--- config.mk ---
export PLATFORM = sky130hd
export DESIGN_NAME = ext_sync_lock
export DESIGN_NICKNAME = d
export VERILOG_FILES = /design/src/rtl/ext_sync_lock_pkg.sv /design/src/rtl/sync_edge_det.sv /design/src/rtl/ref_select.sv /design/src/rtl/lock_counter.sv /design/src/rtl/ext_sync_lock.sv
export SDC_FILE = /design/constraint.sdc
export NUM_CORES = 1
export LEC_CHECK = 0
export BUFFER_PORTS_ARGS = -buffer_cell sky130_fd_sc_hd__buf_2
export CORE_ASPECT_RATIO = 0.7
export CORE_MARGIN = 10
export CORE_UTILIZATION = 43
export CTS_CLUSTER_SIZE = 25
export DETAILED_ROUTE_END_ITERATION = 7
export PLACE_DENSITY_LB_ADDON = 0.3
export SLEW_MARGIN = 10
export SYNTH_ARGS = -nofsm -noshare
export SYNTH_HDL_FRONTEND = slang
export SYNTH_HIERARCHICAL = 1
export SYNTH_SLANG_ARGS = --single-unit
export TNS_END_PERCENT = 20
--- constraint.sdc ---
create_clock -name clk_i -period 2.6 [get_ports clk_i]
set_clock_uncertainty 0.05 [all_clocks]
set_input_delay 0.13 -clock clk_i [delete_from_list [all_inputs] [get_ports clk_i]]
set_output_delay 0.13 -clock clk_i [all_outputs]
set_load 0.02 [all_outputs]
--- src/rtl/ext_sync_lock_pkg.sv ---
package ext_sync_lock_pkg;
  localparam int N_PINS = 3;
  localparam int IDX_HS = 0;
  localparam int IDX_VS = 1;
  localparam int IDX_FS = 2;

  typedef struct packed {
    logic h;        // zero pixel counter
    logic v;        // zero line counter
    logic fld_ld;   // load field flag
    logic fld_val;
    logic fld_tog;  // toggle field flag
  } ref_t;
endpackage

--- src/rtl/sync_edge_det.sv ---
module sync_edge_det #(
  parameter int STAGES = 2
) (
  input  logic clk_i,
  input  logic rst_ni,
  input  logic pin_i,
  input  logic pol_i,
  output logic edge_o
);
  logic [STAGES-1:0] sh_q;
  logic              act_q;
  logic              act;

  assign act    = sh_q[STAGES-1] ^ pol_i;
  assign edge_o = act & ~act_q;

  always_ff @(posedge clk_i or negedge rst_ni) begin
    if (!rst_ni) begin
      sh_q  <= '0;
      act_q <= 1'b1;  // no spurious edge out of reset
    end else begin
      sh_q  <= {sh_q[STAGES-2:0], pin_i};
      act_q <= act;
    end
  end
endmodule

--- src/rtl/ref_select.sv ---
module ref_select
  import ext_sync_lock_pkg::*;
(
  input  logic              clk_i,
  input  logic              rst_ni,
  input  logic [N_PINS-1:0] edge_i,
  input  logic              src_656_i,
  input  logic              h_from_fs_i,
  input  logic              v_from_fs_i,
  input  logic              trs_stb_i,
  input  logic              trs_f_i,
  input  logic              trs_v_i,
  input  logic              trs_h_i,
  output ref_t              ref_o,
  output logic              hs_out_en_o,
  output logic              vs_out_en_o
);
  logic eav;
  logic v_prev_q;

  assign eav = trs_stb_i & trs_h_i;

  always_ff @(posedge clk_i or negedge rst_ni) begin
    if (!rst_ni)  v_prev_q <= 1'b0;
    else if (eav) v_prev_q <= trs_v_i;
  end

  always_comb begin
    ref_o = '0;
    if (src_656_i) begin
      ref_o.h       = eav;
      ref_o.v       = eav & trs_v_i & ~v_prev_q;
      ref_o.fld_ld  = eav;
      ref_o.fld_val = trs_f_i;
    end else begin
      ref_o.h       = h_from_fs_i ? edge_i[IDX_FS] : edge_i[IDX_HS];
      ref_o.v       = v_from_fs_i ? edge_i[IDX_FS] : edge_i[IDX_VS];
      ref_o.fld_ld  = edge_i[IDX_FS];
      ref_o.fld_val = 1'b0;
      ref_o.fld_tog = ~v_from_fs_i & edge_i[IDX_VS];
    end
  end

  assign hs_out_en_o = h_from_fs_i & ~src_656_i;
  assign vs_out_en_o = v_from_fs_i & ~src_656_i;
endmodule

--- src/rtl/lock_counter.sv ---
module lock_counter #(
  parameter int W = 12
) (
  input  logic         clk_i,
  input  logic         rst_ni,
  input  logic         adv_i,
  input  logic         zero_i,
  input  logic [W-1:0] limit_i,
  output logic [W-1:0] cnt_o,
  output logic         wrap_o,
  output logic         lock_o
);
  logic [W-1:0] cap_q;
  logic         cap_vld_q;
  logic         at_lim;

  assign at_lim = cnt_o >= limit_i;
  assign wrap_o = adv_i & at_lim & ~zero_i;

  always_ff @(posedge clk_i or negedge rst_ni) begin
    if (!rst_ni) begin
      cnt_o     <= '0;
      cap_q     <= '0;
      cap_vld_q <= 1'b0;
      lock_o    <= 1'b0;
    end else if (zero_i) begin
      cnt_o     <= '0;
      cap_q     <= cnt_o;
      cap_vld_q <= 1'b1;
      lock_o    <= cap_vld_q && (cnt_o == cap_q);
    end else if (adv_i) begin
      cnt_o <= at_lim ? '0 : cnt_o + 1'b1;
    end
  end
endmodule

--- src/rtl/ext_sync_lock.sv ---
module ext_sync_lock
  import ext_sync_lock_pkg::*;
#(
  parameter int PIX_W          = 12,
  parameter int LINE_W         = 10,
  parameter int FIELD_LINES_50 = 313,
  parameter int FIELD_LINES_60 = 263,
  parameter int SYNC_STAGES    = 2
) (
  input  logic              clk_i,
  input  logic              rst_ni,
  input  logic              fs_i,
  input  logic              vs_i,
  input  logic              hs_i,
  input  logic              fs_pol_i,
  input  logic              vs_pol_i,
  input  logic              hs_pol_i,
  input  logic              h_from_fs_i,
  input  logic              v_from_fs_i,
  input  logic              src_656_i,
  input  logic              trs_stb_i,
  input  logic              trs_f_i,
  input  logic              trs_v_i,
  input  logic              trs_h_i,
  input  logic [PIX_W-1:0]  line_len_i,
  input  logic              rate_60_i,
  output logic [PIX_W-1:0]  pix_cnt_o,
  output logic [LINE_W-1:0] line_cnt_o,
  output logic              field_o,
  output logic              h_lock_o,
  output logic              v_lock_o,
  output logic              hs_out_en_o,
  output logic              vs_out_en_o
);
  localparam logic [LINE_W-1:0] LIM_50 = LINE_W'(FIELD_LINES_50 - 1);
  localparam logic [LINE_W-1:0] LIM_60 = LINE_W'(FIELD_LINES_60 - 1);

  logic [N_PINS-1:0] pin_vec, pol_vec, edge_vec;
  ref_t              ref_q;
  logic              pix_wrap, line_wrap;
  logic [PIX_W-1:0]  pix_lim;
  logic [LINE_W-1:0] line_lim;

  assign pin_vec = {fs_i, vs_i, hs_i};
  assign pol_vec = {fs_pol_i, vs_pol_i, hs_pol_i};

  for (genvar g = 0; g < N_PINS; g++) begin : g_det
    sync_edge_det #(.STAGES(SYNC_STAGES)) u_det (
      .clk_i (clk_i),
      .rst_ni(rst_ni),
      .pin_i (pin_vec[g]),
      .pol_i (pol_vec[g]),
      .edge_o(edge_vec[g])
    );
  end

  ref_select u_sel (
    .clk_i      (clk_i),
    .rst_ni     (rst_ni),
    .edge_i     (edge_vec),
    .src_656_i  (src_656_i),
    .h_from_fs_i(h_from_fs_i),
    .v_from_fs_i(v_from_fs_i),
    .trs_stb_i  (trs_stb_i),
    .trs_f_i    (trs_f_i),
    .trs_v_i    (trs_v_i),
    .trs_h_i    (trs_h_i),
    .ref_o      (ref_q),
    .hs_out_en_o(hs_out_en_o),
    .vs_out_en_o(vs_out_en_o)
  );

  assign pix_lim  = line_len_i - 1'b1;
  assign line_lim = rate_60_i ? LIM_60 : LIM_50;

  lock_counter #(.W(PIX_W)) u_pix (
    .clk_i  (clk_i),
    .rst_ni (rst_ni),
    .adv_i  (1'b1),
    .zero_i (ref_q.h),
    .limit_i(pix_lim),
    .cnt_o  (pix_cnt_o),
    .wrap_o (pix_wrap),
    .lock_o (h_lock_o)
  );

  lock_counter #(.W(LINE_W)) u_line (
    .clk_i  (clk_i),
    .rst_ni (rst_ni),
    .adv_i  (pix_wrap | ref_q.h),
    .zero_i (ref_q.v),
    .limit_i(line_lim),
    .cnt_o  (line_cnt_o),
    .wrap_o (line_wrap),
    .lock_o (v_lock_o)
  );

  always_ff @(posedge clk_i or negedge rst_ni) begin
    if (!rst_ni)                        field_o <= 1'b0;
    else if (ref_q.fld_ld)              field_o <= ref_q.fld_val;
    else if (ref_q.fld_tog | line_wrap) field_o <= ~field_o;
  end
endmodule

# After elaboration in Yosys (flattened, before gate mapping)
# Cells that the tools add are included.
[totals]
regBits = 59
output_inout_bits = 27
inputBits = 28
[op_classes]
muxes = 12
order_cmp = 2
n_bitwise = 26
reduce_logical = 4
addsub = 3
eq_ne = 2
[ops]
columns = ["operator", "count"]
rows = [
  ["$mux W10", 3],
  ["$mux W12", 2],
  ["$add A12 B1 Y12 const B", 1],
  ["$and A1 B1 Y1", 12],
  ["$eq A12 B12 Y1", 1],
  ["$ge A12 B12 Y1", 1],
  ["$sub A12 B1 Y12 const B", 1],
  ["$add A10 B1 Y10 const B", 1],
  ["$eq A10 B10 Y1", 1],
  ["$ge A10 B9 Y1", 1],
  ["$not A1 Y1", 9],
  ["$mux W6", 1],
  ["$mux W1", 5],
  ["$mux W4", 1],
  ["$reduce_bool A2 Y1", 2],
  ["$xor A1 B1 Y1", 3],
  ["$logic_and A1 B1 Y1", 2],
  ["$or A1 B1 Y1", 2],
]

# Longest topological paths before layout
# Gate-level depths: netlist (run 1).
[logic_depth]
depth_word = 12
mapped_depth = 18
depth_no_buf = 17

# By module
# Netlist (run 1), hierarchy kept.
[by_module_without_submodules]
columns = ["module", "seq_area_each_um2", "cells_per_inst", "area_per_inst_um2", "instances"]
rows = [
  ["lock_counter at u_pix", 650.6, 160, 1637.8, 1],
  ["lock_counter at u_line", 550.5, 131, 1358.8, 1],
  ["ext_sync_lock", 25.0, 38, 286.5, 1],
  ["sync_edge_det", 76.3, 5, 93.8, 3],
  ["ref_select", 25.0, 15, 128.9, 1],
]

# Worst setup path after synthesis (run 1)
# No wires, ideal clock.
[synth_path]
kind = "input -> register"
from = "in line_len_i[5]"
to = "reg u_line.cnt_o[9]"
setup_slack_ns = -0.724
path_stages = 16
t_arrival_ns = 3.180
path_cell_list = "or3_4 nor4_4 xor2_1 inv_1 ha_1 nand4_1 nor2_1 a211oi_4 a21oi_4 nor2b_1 or2_2 buf_2 o2111ai_1 nor4_1 xnor2_1 a211oi_1"
[synth_via]
elab_chain_len = 5
[synth_rtl]
columns = ["item", "line", "rtl"]
rows = [
  ["start: declaration", "ext_sync_lock.sv:25", "input logic [PIX_W-1:0] line_len_i,"],
  ["$sub A12 B1 Y12", "ext_sync_lock.sv:73", "assign pix_lim = line_len_i - 1'b1;"],
  ["net pix_lim[8]", "ext_sync_lock.sv:41", "logic [PIX_W-1:0] pix_lim;"],
  ["$ge A12 B12 Y1", "lock_counter.sv:17", "assign at_lim = cnt_o >= limit_i;"],
  ["$and A1 B1 Y1", "lock_counter.sv:18", "assign wrap_o = adv_i & at_lim & ~zero_i;"],
  ["net pix_wrap", "ext_sync_lock.sv:40", "logic pix_wrap, line_wrap;"],
  ["$or A1 B1 Y1", "ext_sync_lock.sv:90", ".adv_i (pix_wrap | ref_q.h),"],
  ["$reduce_bool A2 Y1 (no source line)", "--", ""],
  ["end signal: assignment", "lock_counter.sv:32", "cnt_o <= at_lim ? '0 : cnt_o + 1'b1;"],
  ["end: declaration", "lock_counter.sv:9", "output logic [W-1:0] cnt_o,"],
]
# The timed path passes the listed nets, and every way through them passes these cells.
# A chain may end at the register's enable or synchronous reset.

# Worst setup path in the final report (run 1)
[layout_path]
from = "in line_len_i[3]"
to = "reg u_line.cnt_o[5]"
# Same word-level chain as after synthesis.

==> impl_results.md, run 1 <==
* Gp weighted congestion at 0.8030
* Number of diodes at 0
* Utilization after layout at 0.5842
* R2r startpoint: u_pix/cnt_o[10]$_DFFE_PN0P_
* Worst EP arrival at 3020 ps
* Count leader, synth: dfrtp_1
* Static leakage at roughly 2.4 nW
* Fillers at 745
* Ys flop type: dfrtp_1
* Hold Startpoint: trs_h_i
* Post-DP Area at roughly 0.0044 mm^2
* Worst slew margin at 0.5027
* Setup Crit Path Kind: primary input to flip-flop
* Final HPWL DP at 6823 um
* Non-Filler Instances at 580
* Cts bufs inserted at 9
* Top cells by area, synth: dfrtp_1, ha_1, mux2_2, xnor2_1, xor2_1
* R2R Setup Slk at between 100 and 150 ps
* Setup TNS Final at -1348 ps
* Worst-skew pair later-pin latency at 330 ps
* Worst slew pin tran at 745.9 ps
* Ys Warns at 6
* Largest area contributor in the synthesized netlist: dfrtp_1
* Die W at 130.8 um
* Failing checks: negative setup slack
* Tmin final at 2835 ps
* Setup crit end kind: flip-flop
* Drt total wl at between 8000 and 9000 um
* Final ANT Viol Nets at 0
* Pins Over Slew Limit at 0
* Clock Path Buffers at 2
* Area Growth Syn to Fin at 32.99%
* FF-to-FF End: u_line/cnt_o[5]$_DFFE_PN0P_
* Design Area, Final at 0.004912 mm^2
* HP Class: primary input to flip-flop
* Async S/R FF share, synth at 1.000
* Clock sink count at between 50 and 60
* Distinct cells, synth at 62
* Syn Inst Count at 359
* Max FO, Critical Path at 7
* Number of port buffers at 54
* CTS Root Cell: clkbuf_16
* GRT Residual Overflow at 0
* Seq/Total Area, Yosys at 0.4007
* Hold depth at 3
* Core Area at 0.008408 mm^2
* Placed instance count at 554
* Worst min-delay path endpoint: u_sel/v_prev_q$_DFFE_PN0P_
* RSZ-0062 raised after global routing: yes
* Total track usage at 0.1484
* CP Launch Type: primary input
* Setup-failing EPs final at 9
* Reg clk slew, reported paths at ~50 ps
* Worst EP required at 2780 ps
* Wire length per cell at 15.44 um
* DRC violations left at 0
* Final #Nets at 523
* Max_cap viols at 0
* Final Cycle Share at 1.090
* Pwr/cell area at 755.4 mW/mm^2
* H-tree levels at 3
* Top cells by count, synth: dfrtp_1, inv_1, ha_1
* Iter 0 DRT Violations at 228
* Share of the synthesized area in the top cell type at 0.3794
* DIE AREA at 0.01276 mm^2
* Cell area after synthesis at between 0.003 and 0.004 mm^2
* Reg2reg path depth at 11
* Hold Fails Final Rpt at 0
* Initial Util at 0.4393
* CTS tree: yes
* Initial antenna violation count at 0
* Largest net degree at the start of global routing at 60
* Via density at roughly 5.1
* Max IR drop VDD at between 0.4 and 0.5 mV
* Synth Register Bits at 59
* First-pass GRT wire length at 15,170 um
* Setup ws final at -234.7 ps
* EDFF count, synth at 0
* Share of cells above drive strength 1 at 0.3832
* Via count at 2,942
* Fmax at 352.8 MHz
* Syn_area_per_cell at 10.29 um^2
* Status: complete, but fails checks
* Cell row count at 28
* Die height at 97.54 um
* # IOs at 55
* Vias in the first global route at slightly above 3k
* DRT Pass-1 Iters at 4
==> flip-flops by register name (all words and copies together), names as in the netlist <==
signal / cells
g_det.u_det/sh_q: 6
u_pix/cap_vld_q: 1
u_pix/lock_o: 1
g_det.u_det/act_q: 3
u_line/cap_q: 10
u_pix/cnt_o: 12
u_pix/cap_q: 12
u_line/cnt_o: 10
field_o: 1
u_line/cap_vld_q: 1
u_line/lock_o: 1
u_sel/v_prev_q: 1
==> layout by cell type, fill, tap and decap left out, types with 2 or more instances in the layout <==
| master | count |
|---|---|
| dfrtp_1 | 56 |
| buf_2 | 53 |
| buf_4 | 46 |
| inv_1 | 32 |
| xnor2_1 | 24 |
| xor2_1 | 24 |
| mux2_2 | 24 |
| ha_1 | 22 |
| nand2_1 | 20 |
| a21oi_1 | 12 |
| nand4_1 | 11 |
| nor2_1 | 10 |
| clkbuf_16 | 9 |
| dlygate4sd3_1 | 8 |
| nand3_1 | 7 |
| nand2b_1 | 7 |
| nor3_1 | 6 |
| conb_1 | 6 |
| o211ai_1 | 6 |
| and2b_2 | 5 |
| nor2_2 | 4 |
| clkbuf_8 | 4 |
| a211oi_2 | 4 |
| a211oi_1 | 4 |
| nor4_1 | 4 |
| o21ai_0 | 4 |
| nor3_2 | 3 |
| nor4_4 | 3 |
| dfstp_2 | 3 |
| and3_1 | 3 |
| ha_4 | 3 |
| nand4b_1 | 2 |
| clkbuf_1 | 2 |
| buf_6 | 2 |
| o21a_1 | 2 |
| and3b_1 | 2 |
| o22ai_1 | 2 |
| or2_2 | 2 |
| o21ai_2 | 2 |
| mux2i_1 | 2 |
==> logic make-up after synthesis <==
logic type	count (synthesis)	synth area share
mux	26	0.07859
buf+inv	46	0.05217
simple gates	103	0.1674
compound gates	50	0.1006
fa+ha+maj	25	0.08469
flops	59	0.4007
xor+xnor	48	0.1138
other cells	2	0.002033
==> per-layer routing <==
| metal | track usage | vias up | part of all wire |
|---|---|---|---|
| met3 | 0.04144 | 12 | 0.063 |
| met4 | 0.05200 | 0 | 0.014 |
| met5 | 0 | - | 0 |
| met2 | 0.2102 | 68 | 0.43 |
| li1 | - | 1469 | - |
| met1 | 0.2087 | 1393 | 0.49 |
==> timing repair <==
| action | 4_1_cts | 5_1_grt |
|---|---|---|
| gates resized for setup | 12 | 6 |
| setup buffers | 2 | 0 |
| hold endpoints to repair | 63 | 0 |
| setup endpoints to repair | 9 | 12 |
| hold buffers | 8 | 0 |
| pin swaps | 26 | 4 |
==> worst max-delay path by stage <==
stage | end | startpoint | cells after the start | slack [ps]
6_report | u_line/cnt_o[5]$_DFFE_PN0P_ | line_len_i[3] | 16 | -230
4_1_cts | u_line/cnt_o[8]$_DFFE_PN0P_ | line_len_i[4] | 18 | -250
3_3_place_gp | u_line/cnt_o[6]$_DFFE_PN0P_ | line_len_i[3] | 16 | -520
5_1_grt | u_line/cnt_o[9]$_DFFE_PN0P_ | line_len_i[4] | 18 | -440
2_1_floorplan | u_line/cnt_o[5]$_DFFE_PN0P_ | line_len_i[4] | 16 | -490
3_5_place_dp | u_line/cnt_o[8]$_DFFE_PN0P_ | line_len_i[3] | 16 | -620
==> power by group <==
part	switching, mW	internal, mW	leakage [nW]
sequential	0.144	1.10	0.752
clock	0.390	0.747	0.146
combinational	0.720	0.608	1.51
total	1.25	2.46	2.41
==> critical path, stage by stage <==
cell and delay (ps):
buf_2 130, or3_4 380, nor4_4 260, xor2_1 160
inv_1 50, ha_1 260, nand4_1 150, nor2_2 70
a211oi_4 220, a21oi_4 90, nor2b_4 130, or2_4 290
o2111ai_4 280, nor2_1 110, xnor2_1 130, a211oi_1 160
==> cell type report <==
type	instances	area, um^2	share of cell area
timing repair buffer	109	713.2	0.1452
multi-input combinational	258	2171	0.4419
sequential	59	1480	0.3013
clock buffer	15	287.8	0.05858
tap	105	131.4	0.02674
clock inverter	1	5.005	0.001019
inverter	33	123.9	0.02522
==> metrics by stage <==
stage	worst slack, ps	hold slack, ps	power (mW)
2_1_floorplan	-489.5	-215.6	2.067
3_3_place_gp	-515.3	188.4	2.512
3_5_place_dp	-618.6	190.9	2.546
4_1_cts	-248.8	83.00	3.744
5_1_grt	-441.4	104.8	3.947
6_report	-234.7	99.60	3.710
No activity file was read; power rests on OpenSTA's default activity.
==> run 2: changes to the inputs <==
==> constraint.sdc (replaced) <==
create_clock -name clk_i -period 2.6 [get_ports clk_i]
set_clock_uncertainty 0.05 [all_clocks]
set_input_delay 0.26 -clock clk_i [delete_from_list [all_inputs] [get_ports clk_i]]
set_output_delay 0.26 -clock clk_i [all_outputs]
set_load 0.02 [all_outputs]
==> run 2 against run 1 <==
  * The run still ends with negative setup slack left
  * Critical path depth rose by 1
  * First-iteration DRC count shrank 2.2%
  * Sequential share of layout area is 0.077 points higher
  * Worst setup slack lost 170 ps
  * Cell area decreased by 0.25%
  * Cell count decreased by 0.17%
  * Core utilization decreased by 0.15 points
  * Sequential power is essentially flat
  * Fmax is 5.6% lower
  * Register-to-register slack got worse by 140 ps
  * Largest power group unchanged
  * Highest routed layer unchanged
==> impl_results.md, run 2 (same netlist as run 1, synthesis figures left out) <==
* Most common cell after layout, fill and taps aside: dfrtp_1
* Max FO, Critical Path at 3
* DRC violations left at 0
* # IOs at 55
* Cell row count at 28
* Gp weighted congestion at 0.7926
* Largest net degree at the start of global routing at 34
* Final Cycle Share at 1.155
* Reg clk slew, reported paths at 50 ps
* RSZ-0062 raised after global routing: yes
* Hold Fails Final Rpt at 0
* Final HPWL DP at 6963 um
* Die W at around 130 um
* DIE AREA at 0.01276 mm^2
* Wire length per cell at between 15 and 20 um
* Total power at 3.871 mW
* Iter 0 DRT Violations at 223
* Tmin final at 3003 ps
* Static leakage at 2.426 nW
* Design Area, Final at 0.004900 mm^2
* Initial antenna violation count at 0
* Worst EP arrival at 3180 ps
* Final #Nets at 522
* CP Launch Type: primary input
* First-pass GRT wire length at 14,840 um
* Die height at around 98 um
* Initial Util at 0.4393
* Max_cap viols at 0
* Pins Over Slew Limit at 0
* Max IR drop VDD at 0.4746 mV
* R2r startpoint: u_pix/cnt_o[10]$_DFFE_PN0P_
* Via density at 5.223
* GRT Residual Overflow at 0
* Core Area at 0.008408 mm^2
* CP startpoint: line_len_i[5]
* HP Class: primary input to flip-flop
* Share of cells above drive strength 1 at 0.3755
* Setup crit end kind: flip-flop
* Total track usage at 0.1451
* Drt total wl at 9153 um
* Worst-skew pair later-pin latency at around 330 ps
* Number of port buffers at 54
* Setup-failing EPs final at 11
* Status: complete, but fails checks
* Via count at 3,024
* Hold Worst Slack at 54.32 ps
* Fmax at approximately 330 MHz
* Final ANT Viol Nets at 0
* CTS tree: yes
* Number of diodes at 0
* DRT Pass-1 Iters at 4
* Setup Crit Path Kind: primary input to flip-flop
* Cts bufs inserted at 9
* H-tree levels at 3
* Area Growth Syn to Fin at 32.66%
* Hold Startpoint: vs_pol_i
* Regs by FF count: u_pix/cap_q (12), u_pix/cnt_o (12)
* Pwr/cell area at 790.1 mW/mm^2
* Vias in the first global route at between 2k and 3k
* Clock Path Buffers at 2
* Clock sink count at a little under 60
* Post-DP Area at between 0.004 and 0.005 mm^2
* Setup ws final at -403.4 ps
* Most frequent cells in the layout: dfrtp_1, buf_2, buf_4
* CTS Root Cell: clkbuf_16
* Worst EP required at between 2000 and 3000 ps
* Failing checks: negative setup slack
* Worst slew pin tran at 639.4 ps
* Worst slew margin at 0.5737
[run 2: cell types whose count changed in the layout (fill, tap and decap cells not counted), sizes merged]
cell,change
clkinv,+1
clkbuf,-5
clkinvlp,+2
dlygate4sd3,-4
bufinv,+2
buf,+3
[run 2: report_power, final]
part / total, mW / leakage, nW / internal [mW] / switching [mW]
sequential: 1.24 / 0.752 / 1.10 / 0.143
clock: 1.29 / 0.155 / 0.863 / 0.422
combinational: 1.34 / 1.52 / 0.605 / 0.736
total: 3.87 / 2.43 / 2.57 / 1.30
[run 2: layout make-up]
class / instances / area, um^2
clock inverters: 6 / 88.84
inverters: 33 / 123.9
flip-flops and latches: 59 / 1480
fillers: 695 / 3508
repair buffers: 108 / 725.7
multi-input cells: 258 / 2111
well taps: 105 / 131.4
clock buffers: 10 / 239.0
[run 2: worst max-delay path, stage by stage]
cell	delay (ps)
buf_8	100
or3_4	400
nor4_4	270
xor2_1	160
inv_1	60
ha_1	280
nand4_1	130
nor2_2	60
a211oi_4	220
a21oi_4	90
nor2b_4	130
or2_4	280
o2111ai_4	240
buf_6	140
nor2_1	50
xnor2_1	120
a211oi_1	190
[run 2: path summary, 6_finish.rpt]
check,endpoint,slack [ps],cells after the start
min reg2reg,g_det[1].u_det/sh_q[1]$_DFF_PN0_,300,0
min in group asynchronous,g_det[2].u_det/sh_q[1]$_DFF_PN0_,440,2
max reg2reg,u_line/cnt_o[5]$_DFFE_PN0P_,-30,12
max in group asynchronous,g_det[1].u_det/act_q$_DFF_PN1_,1390,3
min,g_det[1].u_det/act_q$_DFF_PN1_,50,2
max,u_line/cnt_o[5]$_DFFE_PN0P_,-400,17
[run 2: stage by stage]
| stage | cells | worst slack, ps | utilization | TNS (ps) |
|---|---|---|---|---|
| finish | 579 | -403.4 | 0.5827 | -3307 |
| global route | 579 | -579.9 | 0.5827 | -5200 |
| CTS | 578 | -428.2 | 0.5780 | -3660 |
| detailed placement | 553 | -810.5 | 0.5263 | -7941 |
| global placement | 553 | -664.9 | 0.5263 | -6325 |
| floorplan | 363 | -619.5 | - | -6001 |
[run 2: layer usage]
| metal | global-route usage | up-vias | share of wire |
|---|---|---|---|
| met1 | 0.2046 | 1464 | 0.49 |
| met5 | 0 | - | 0 |
| li1 | - | 1472 | - |
| met3 | 0.04417 | 11 | 0.061 |
| met2 | 0.2059 | 77 | 0.44 |
| met4 | 0.04263 | 0 | 0.013 |
[run 2: what timing repair did]
item,CTS,global route
endpoints found under the hold margin,27,0
gates resized for setup,8,6
pin swaps,16,4
hold buffers,4,0
setup buffers,5,1
endpoints found under the setup margin,11,11
